$ cat src/rtl/clkdiv_pkg.sv
package clkdiv_pkg;
  localparam int unsigned CODE_W   = 3;
  localparam int unsigned WIN_LSB  = 8;
  localparam logic [7:0]  OFS_DIV  = 8'h43;
  localparam logic [7:0]  OFS_EN   = 8'h46;
  localparam int unsigned EN_BIT   = 7;
  localparam int unsigned RUN_BIT  = 0;

  typedef enum logic {ST_IDLE, ST_RUN} run_st_e;

  // code 0 aliases code 1 (divide by one)
  function automatic logic [CODE_W-1:0] code_to_shift(input logic [CODE_W-1:0] code);
    return (code == '0) ? '0 : code - 1'b1;
  endfunction
endpackage

$ cat src/rtl/clkdiv_regs.sv
module clkdiv_regs
  import clkdiv_pkg::*;
#(
  parameter int unsigned NUM_INST = 2,
  parameter int unsigned ADDR_W   = 12,
  parameter int unsigned DATA_W   = 8
) (
  input  logic                             clk_i,
  input  logic                             rst_ni,
  input  logic                             we_i,
  input  logic [ADDR_W-1:0]                addr_i,
  input  logic [DATA_W-1:0]                wdata_i,
  input  logic [NUM_INST-1:0]              run_i,
  output logic [DATA_W-1:0]                rdata_o,
  output logic [NUM_INST-1:0]              en_o,
  output logic [NUM_INST-1:0][CODE_W-1:0]  code_o
);
  localparam int unsigned SEL_W = ADDR_W - WIN_LSB;

  logic [SEL_W-1:0] sel;
  logic [7:0]       ofs;
  logic             inst_ok;
  logic [NUM_INST-1:0]             en_q;
  logic [NUM_INST-1:0][CODE_W-1:0] code_q;

  assign sel     = addr_i[ADDR_W-1:WIN_LSB];
  assign ofs     = addr_i[WIN_LSB-1:0];
  assign inst_ok = (int'(sel) < NUM_INST);

  for (genvar g = 0; g < NUM_INST; g++) begin : g_inst
    logic hit;
    assign hit = we_i && inst_ok && (sel == SEL_W'(g));
    always_ff @(posedge clk_i or negedge rst_ni) begin
      if (!rst_ni) begin
        en_q[g]   <= 1'b0;
        code_q[g] <= '0;
      end else if (hit) begin
        if (ofs == OFS_DIV) code_q[g] <= wdata_i[CODE_W-1:0];
        if (ofs == OFS_EN)  en_q[g]   <= wdata_i[EN_BIT];
      end
    end
  end

  always_comb begin
    rdata_o = '0;
    for (int k = 0; k < NUM_INST; k++) begin
      if (inst_ok && sel == SEL_W'(k)) begin
        if (ofs == OFS_DIV) rdata_o[CODE_W-1:0] = code_q[k];
        if (ofs == OFS_EN) begin
          rdata_o[EN_BIT]  = en_q[k];
          rdata_o[RUN_BIT] = run_i[k];
        end
      end
    end
  end

  assign en_o   = en_q;
  assign code_o = code_q;


  unmapped_write_chk: assert property (@(posedge clk_i) disable iff (!rst_ni)
    (we_i && (!inst_ok || (ofs != OFS_DIV && ofs != OFS_EN))) |=>
      ($stable(en_q) && $stable(code_q)));
endmodule

$ cat src/rtl/clkdiv_core.sv
module clkdiv_core
  import clkdiv_pkg::*;
(
  input  logic              clk_i,
  input  logic              rst_ni,
  input  logic              en_i,
  input  logic [CODE_W-1:0] code_i,
  output logic              tick_o,
  output logic              run_o
);
  localparam int unsigned CNT_W = (1 << CODE_W) - 2;

  logic              en_s1_q, en_s2_q;
  run_st_e           st_q;
  logic [CODE_W-1:0] sh_q;
  logic [CNT_W-1:0]  cnt_q;
  logic [CNT_W:0]    one_c, span_c;
  logic              last_c;

  assign one_c  = {{CNT_W{1'b0}}, 1'b1} << sh_q;
  assign span_c = one_c - 1'b1;
  assign last_c = (cnt_q == span_c[CNT_W-1:0]);

  always_ff @(posedge clk_i or negedge rst_ni) begin
    if (!rst_ni) begin
      en_s1_q <= 1'b0;
      en_s2_q <= 1'b0;
    end else begin
      en_s1_q <= en_i;
      en_s2_q <= en_s1_q;
    end
  end

  always_ff @(posedge clk_i or negedge rst_ni) begin
    if (!rst_ni) begin
      st_q  <= ST_IDLE;
      sh_q  <= '0;
      cnt_q <= '0;
    end else begin
      unique case (st_q)
        ST_IDLE: if (en_s2_q) begin
          st_q  <= ST_RUN;
          sh_q  <= code_to_shift(code_i);
          cnt_q <= '0;
        end
        ST_RUN: if (last_c) begin
          cnt_q <= '0;
          if (!en_s2_q) st_q <= ST_IDLE;
        end else begin
          cnt_q <= cnt_q + 1'b1;
        end
        default: st_q <= ST_IDLE;
      endcase
    end
  end

  assign run_o  = (st_q == ST_RUN);
  assign tick_o = run_o && (cnt_q == '0);

  // window counters for bound checks
  logic [7:0] on_cnt_q, off_cnt_q;
  logic [9:0] ratio_w;
  assign ratio_w = 10'(one_c);
  always_ff @(posedge clk_i or negedge rst_ni) begin
    if (!rst_ni) begin
      on_cnt_q  <= '0;
      off_cnt_q <= '0;
    end else begin
      on_cnt_q  <= (en_i && !run_o) ? on_cnt_q + 1'b1 : '0;
      off_cnt_q <= (!en_i && run_o) ? off_cnt_q + 1'b1 : '0;
    end
  end


  tick_in_run_chk: assert property (@(posedge clk_i) disable iff (!rst_ni)
    tick_o |-> run_o);

  start_bound_chk: assert property (@(posedge clk_i) disable iff (!rst_ni)
    (en_i && !run_o) |-> (on_cnt_q <= 8'd2));

  stop_bound_chk: assert property (@(posedge clk_i) disable iff (!rst_ni)
    (!en_i && run_o) |-> (10'(off_cnt_q) < 10'd3 * ratio_w));

  stop_on_boundary_chk: assert property (@(posedge clk_i) disable iff (!rst_ni)
    $fell(run_o) |-> $past(cnt_q == span_c[CNT_W-1:0]));

  ratio_hold_chk: assert property (@(posedge clk_i) disable iff (!rst_ni)
    (run_o && $past(run_o)) |-> $stable(sh_q));
endmodule

$ cat src/rtl/clkdiv_bank.sv
module clkdiv_bank
  import clkdiv_pkg::*;
#(
  parameter int unsigned NUM_INST = 2,
  parameter int unsigned ADDR_W   = 12,
  parameter int unsigned DATA_W   = 8
) (
  input  logic                clk_i,
  input  logic                rst_ni,
  input  logic                reg_we_i,
  input  logic [ADDR_W-1:0]   reg_addr_i,
  input  logic [DATA_W-1:0]   reg_wdata_i,
  output logic [DATA_W-1:0]   reg_rdata_o,
  output logic [NUM_INST-1:0] tick_o,
  output logic [NUM_INST-1:0] run_o
);
  logic [NUM_INST-1:0]             en;
  logic [NUM_INST-1:0][CODE_W-1:0] code;

  clkdiv_regs #(
    .NUM_INST (NUM_INST),
    .ADDR_W   (ADDR_W),
    .DATA_W   (DATA_W)
  ) u_regs (
    .clk_i   (clk_i),
    .rst_ni  (rst_ni),
    .we_i    (reg_we_i),
    .addr_i  (reg_addr_i),
    .wdata_i (reg_wdata_i),
    .run_i   (run_o),
    .rdata_o (reg_rdata_o),
    .en_o    (en),
    .code_o  (code)
  );

  for (genvar g = 0; g < NUM_INST; g++) begin : g_core
    clkdiv_core u_core (
      .clk_i  (clk_i),
      .rst_ni (rst_ni),
      .en_i   (en[g]),
      .code_i (code[g]),
      .tick_o (tick_o[g]),
      .run_o  (run_o[g])
    );
  end
endmodule

$ cat config.mk
export PLATFORM = sky130hd
export DESIGN_NAME = clkdiv_bank
export DESIGN_NICKNAME = d
export VERILOG_FILES = /design/src/rtl/clkdiv_pkg.sv /design/src/rtl/clkdiv_regs.sv /design/src/rtl/clkdiv_core.sv /design/src/rtl/clkdiv_bank.sv
export SDC_FILE = /design/constraint.sdc
export NUM_CORES = 1
export LEC_CHECK = 0
export CAP_MARGIN = 20
export CELL_PAD_IN_SITES_DETAIL_PLACEMENT = 0
export CELL_PAD_IN_SITES_GLOBAL_PLACEMENT = 1
export CORE_MARGIN = 1
export CORE_UTILIZATION = 40
export CTS_CLUSTER_DIAMETER = 150
export DETAILED_ROUTE_END_ITERATION = 10
export PLACE_DENSITY_LB_ADDON = 0.1
export SLEW_MARGIN = 5
export SYNTH_ARGS = -nofsm -noshare
export SYNTH_HDL_FRONTEND = slang
export SYNTH_SLANG_ARGS = --single-unit
$ cat constraint.sdc
create_clock -name clk_i -period 3.22 [get_ports clk_i]
set_input_delay 0.483 -clock clk_i [delete_from_list [all_inputs] [get_ports clk_i]]
set_output_delay 0.483 -clock clk_i [all_outputs]
set_load 0.005 [all_outputs]
# Yosys cells after proc, flatten, opt, wreduce, memory -nomap -nowiden
# Index checks and enable logic that the tools add are counted.
# classes
add_sub_neg	6
n_lt_le_gt_ge	1
n_eq_ne	7
n_reduce_logical	18
n_shift	2
muxes	24
bitwise	2
# ops
operator	count
$mux 6	4
$pmux 6 s2	2
$mux 3	6
$eq 8x7->1 const B	2
$add 6x1->6 const B	2
$eq 6x6->1	2
$logic_not 6->1	2
$reduce_and 2->1	6
$shl 1x3->6 const A	2
$sub 6x1->6 const B	2
$mux 1	10
$logic_and 1x1->1	7
$logic_not 3->1	2
$sub 3x1->3 const B	2
$eq 4x1->1 const B	1
$logic_not 4->1	1
$lt 4x2->1 const B	1
$ne 2x1->1 const B	2
$pmux 1 s2	2
$not 1->1	2
# totals
in_bits	23
reg_bits	32
elab_cells	74

# Longest topological paths before layout
# depth
ltp_word	7
mapped_depth	10

# Modules after synthesis
# From an unflattened synthesis, not the netlist that was laid out.
# unflattened
cells_unflattened	194
hier_area_um2	1945.6
# modules_own_cells
mod	n_inst	seq_area_each_um2	area_per_inst_um2	cells_each
clkdiv_core	2	300.3	706.9	74
clkdiv_regs	1	200.2	531.8	46

# Worst setup path before layout
# OpenSTA, ideal clock, no wires.
# synth_timing
kind	register to register
start	register g_core[1].u_core.sh_q[1]
end	register g_core[1].u_core.cnt_q[1]
t_arrival_ns	2.376
required_time_ns	3.099
slack_ns	0.723
synth_period_minus_slack_ns	2.497
setup_time_ns	0.121
path_buffers	1
path_stages_with_launch	9
cell_sequence	dfrtp_1 > buf_6 > or3_4 > ha_1 > or4b_1 > nand4_1 > nand3_1 > a211o_2 > a32o_2
# synth_via
elab_chain_cells	5
# synth_lines
item	line_no	source
from (decl)	clkdiv_core.sv:15	logic [CODE_W-1:0] sh_q;
from (signal assigned)	clkdiv_core.sv:43	sh_q <= code_to_shift(code_i);
$shl 1x3->6	clkdiv_core.sv:20	assign one_c = {{CNT_W{1'b0}}, 1'b1} << sh_q;
$sub 6x1->6	clkdiv_core.sv:21	assign span_c = one_c - 1'b1;
$eq 6x6->1	clkdiv_core.sv:22	assign last_c = (cnt_q == span_c[CNT_W-1:0]);
$mux 6	clkdiv_core.sv:46	ST_RUN: if (last_c) begin
$pmux 6 s2	clkdiv_core.sv:40	unique case (st_q)
to (signal assigned)	clkdiv_core.sv:50	cnt_q <= cnt_q + 1'b1;
to (decl)	clkdiv_core.sv:16	logic [CNT_W-1:0] cnt_q;
# No other way between the ends.
# A chain may end at the register's enable or synchronous reset.

# Worst setup path after layout
# layout_timing
start	input reg_addr_i[5]
end	output reg_rdata_o[1]
# layout_via
elab_chain_cells	5
# layout_lines
item	line_no	source
from (decl)	clkdiv_bank.sv:11	input logic [ADDR_W-1:0] reg_addr_i,
$eq 8x7->1 *	clkdiv_regs.sv:48	if (ofs == OFS_DIV) rdata_o[CODE_W-1:0] = code_q[k];
$mux 3	clkdiv_regs.sv:48	
$mux 3	clkdiv_regs.sv:47	if (inst_ok && sel == SEL_W'(k)) begin
$mux 3	clkdiv_regs.sv:48	
$mux 3 *	clkdiv_regs.sv:47	
to (decl)	clkdiv_bank.sv:13	output logic [DATA_W-1:0] reg_rdata_o,
# Mark *: on every way between the ends. The rest lies on a longest branch, timed or not.

==> impl_results.md <==
- Clk Latency, worst-skew pair: 0.28 ns
- Yosys reg bits: 32
- Die area: 0.00550 sq mm
- Yosys cell types: 55
- Main synth FF type: dfrtp_1
- Mapped Cells: 227
- Vias per Instance: 5.14
- Max Clk Rate: 0.340 GHz
- Max_cap viols: 0
- GR Util All Layers: 17.5%
- NetSw: 0.000223 W
- Reg clk slew, reported paths: 0.06 ns
- Layout cells sized above 1: 12.4%
- Setup Skew: 0.00111 ns
- R2R setup slack: 0.49 ns
- Pwr/cell area: 359 mW/mm^2
- Worst setup EP type: output port
- End of the critical path: reg_rdata_o[1]
- Final #Nets: 283
- Vias: 1636
- Sw Ratio: 25.5%
- Crit path launch type: input port
- Number of remaining DRC errors: 0
- Synth top area share: 38.4%
- Cell occurring most often along the worst timing path: clkdlybuf4s50_1
- Total negative setup slack: 0 ns
- Die Y: 74.2 um
- Post-CTS Hold Fix Bufs: 0
- Most common cell after layout, fill and taps aside: dfrtp_1
- CTS tree: done
- Routed Wire Length: 4270 um
- Setup-failing EPs final: 0
- RSZ-0062 raised after global routing: no
- Worst-path fanout max: 4
- Ports: 35
- Peak supply drop: 0.155 mV
- Pre-CTS setup slack: 0.268 ns
- Status: finished clean
- RR Startpoint: g_core[1].u_core.sh_q[2]$_DFFE_PN0P_
- Top cells by area, synth: dfrtp_1 38%, ha_1 6.0%, mux2_2 4.3%
- Placer congestion estimate: 0.771
- Rows: 25
- Ys async rst share: 100%
- Internal power: 0.000654 W
- Fin. Hold Viols: 0
- Chip width: 74.2 um
- Critical Path Max Stage Delay: 0.53 ns
- Sequential share of power: 48.5%
- Clk pwr share: 35.9%
- # diodes: 0
- Worst setup margin: 0.279 ns
- Setup CP Type: in -> out
- Syn avg cell area: 9.18 sq um
- Reg2reg end: g_core[1].u_core.cnt_q[5]$_DFFE_PN0P_
- Synth Warn #: 0
- Starting Density: 42.7%
- Clk root buf: clkbuf_8
- Area Growth Syn to Fin: 17.4%
- IO buf count: 26
- Largest area contributor in the netlist: dfrtp_1
- CORE AREA: 0.00488 sq mm
- Comb pwr share: 15.6%
- Synth Cell Area: 0.00208 sq mm
- CTS sink count: 32
- Vias in the first global route: 1546
- Post-route ant nets: 0
- Worst-path cell chain: clkdlybuf4s50_1 > or4b_1 > nor3b_2 > nand2_2 > nor2_1 > clkdlybuf4s50_1
- Post-CTS setup buffer count: 0
- Crit-path slowest cell: or4b_1
- Longest Clk Path Bufs: 2
- Routed len/inst: 13.4 um
- Hold Path Class: reg -> reg
- Data required, critical path: 2.74 ns
- WP data arrival: 2.46 ns
- Cts bufs inserted: 5
- Pin count of the biggest net entering global routing: 33
- Initial antenna violation count: 0
- Post-layout min period: 2.94 ns
- Commonest cells after routing, fill and taps aside: 32 x dfrtp_1, 26 x clkdlybuf4s50_1, 21 x nand2_1
- Worst Setup SP: reg_addr_i[5]
- Remaining Overflow, GRT: 0
- Worst Reg-to-Reg Cells: 8
- DRT Pass-1 Iters: 4
- Final Cycle Share: 91.3%
- Hold slack: 0.351 ns
- Number of synthesized flops with an enable pin: 0
- Sequential share of the synthesized area: 38.4%
- HPWL after DPL: 3140 um
- H-tree depth: 2
- Fin. max-slew vios: 0
- Cells after DPL: 310
- Initial DRC Count: 102
- Leak Pwr: 1.04 nW
- CTS resizes: 0
- Final Non-Filler Cells: 318
- First-pass GRT wire length: 7330 um
==> worst max-delay path: cells and delay by family <==
family / cells / cell delay, ns
buffers and inverters: 2 / 0.90
and+or+nand+nor: 4 / 1.08
==> kinds of logic (layout without fill, tap and decap cells) <==
| kind of cell | count (synthesis) | in the layout | synth area share (%) |
|---|---|---|---|
| muxes | 8 | 8 | 4.32 |
| adders and majority gates | 10 | 10 | 6.00 |
| buffers and inverters | 30 | 51 | 7.74 |
| DFF | 32 | 32 | 38.4 |
| other | 1 | 4 | 0.180 |
| AOI/OAI and AO/OA | 51 | 51 | 15.8 |
| and+or+nand+nor | 88 | 88 | 24.6 |
| xor gates and xnor gates | 7 | 7 | 2.94 |
==> per-layer routing <==
metal,share of wire (%),wire (um),global-route usage [%],vias to the layer above
met2,42,1810,26.1,35
met4,1.4,58,5.77,0
met1,51,2190,24.7,755
met5,0,0,0,-
li1,-,-,-,840
met3,5.0,212,4.74,6
==> registers in the layout (all words and copies together), names as in the netlist <==
register	count
g_core.u_core.en_s1_q	2
g_core.u_core.sh_q	6
g_core.u_core.en_s2_q	2
g_core.u_core.cnt_q	12
g_core.u_core.run_o	2
u_regs.en_o	2
u_regs.code_o	6
==> how the worst min path moves through the flow <==
stage          slack (ns)  cells after the start                               start                               endpoint
2_1_floorplan        0.19                      0                              rst_ni  g_core[0].u_core.cnt_q[0]$_DFFE_PN0P_
3_3_place_gp         0.33                      0  g_core[1].u_core.en_s1_q$_DFF_PN0_     g_core[1].u_core.en_s2_q$_DFF_PN0_
3_5_place_dp         0.34                      0  g_core[1].u_core.en_s1_q$_DFF_PN0_     g_core[1].u_core.en_s2_q$_DFF_PN0_
4_1_cts              0.35                      0  g_core[0].u_core.en_s1_q$_DFF_PN0_     g_core[0].u_core.en_s2_q$_DFF_PN0_
5_1_grt              0.37                      0  g_core[0].u_core.en_s1_q$_DFF_PN0_     g_core[0].u_core.en_s2_q$_DFF_PN0_
6_report             0.35                      0  g_core[1].u_core.en_s1_q$_DFF_PN0_     g_core[1].u_core.en_s2_q$_DFF_PN0_
==> synthesized netlist by cell type (3+ instances only) <==
| cell | count |
|---|---|
| dfrtp_1 | 32 |
| nand2_1 | 21 |
| o21ai_0 | 14 |
| inv_1 | 13 |
| nor2_1 | 11 |
| ha_1 | 10 |
| a21oi_1 | 9 |
| buf_4 | 8 |
| mux2_2 | 8 |
| nand2b_1 | 7 |
| nand3_1 | 6 |
| a31oi_1 | 5 |
| nor2b_1 | 5 |
| nor3_1 | 5 |
| a22oi_1 | 4 |
| clkbuf_1 | 4 |
| xor2_1 | 4 |
| and3_1 | 3 |
| or2_2 | 3 |
| or3_1 | 3 |
| xnor2_1 | 3 |
==> cell type report <==
cell class / instances / area (sq um)
fill: 492 / 2430
multi-input combinational: 168 / 1130
sequential: 32 / 801
timing repair buffer: 30 / 290
clock buffer: 8 / 90.1
tap: 67 / 83.8
inverter: 13 / 48.8
==> per-stage QoR <==
stage	total power (W)	util, %	cell area, sq um
6_report	0.000878	50.2	2450
3_3_place_gp	0.000571	48.3	2360
2_1_floorplan	0.000526	-	2100
4_1_cts	0.000893	50.2	2450
3_5_place_dp	0.000571	48.3	2360
5_1_grt	0.000925	50.2	2450
==> power groups by stage <==
| stage | Combinational, W | Sequential, W | Clock (W) |
|---|---|---|---|
| 2_1_floorplan | 0.000103 | 0.000423 | 0 |
| 3_3_place_gp | 0.000138 | 0.000433 | 0 |
| 3_5_place_dp | 0.000138 | 0.000433 | 0 |
| 4_1_cts | 0.000139 | 0.000425 | 0.000329 |
| 5_1_grt | 0.000154 | 0.000427 | 0.000344 |
| 6_report | 0.000137 | 0.000425 | 0.000315 |
(Power assumes the default switching activity.)
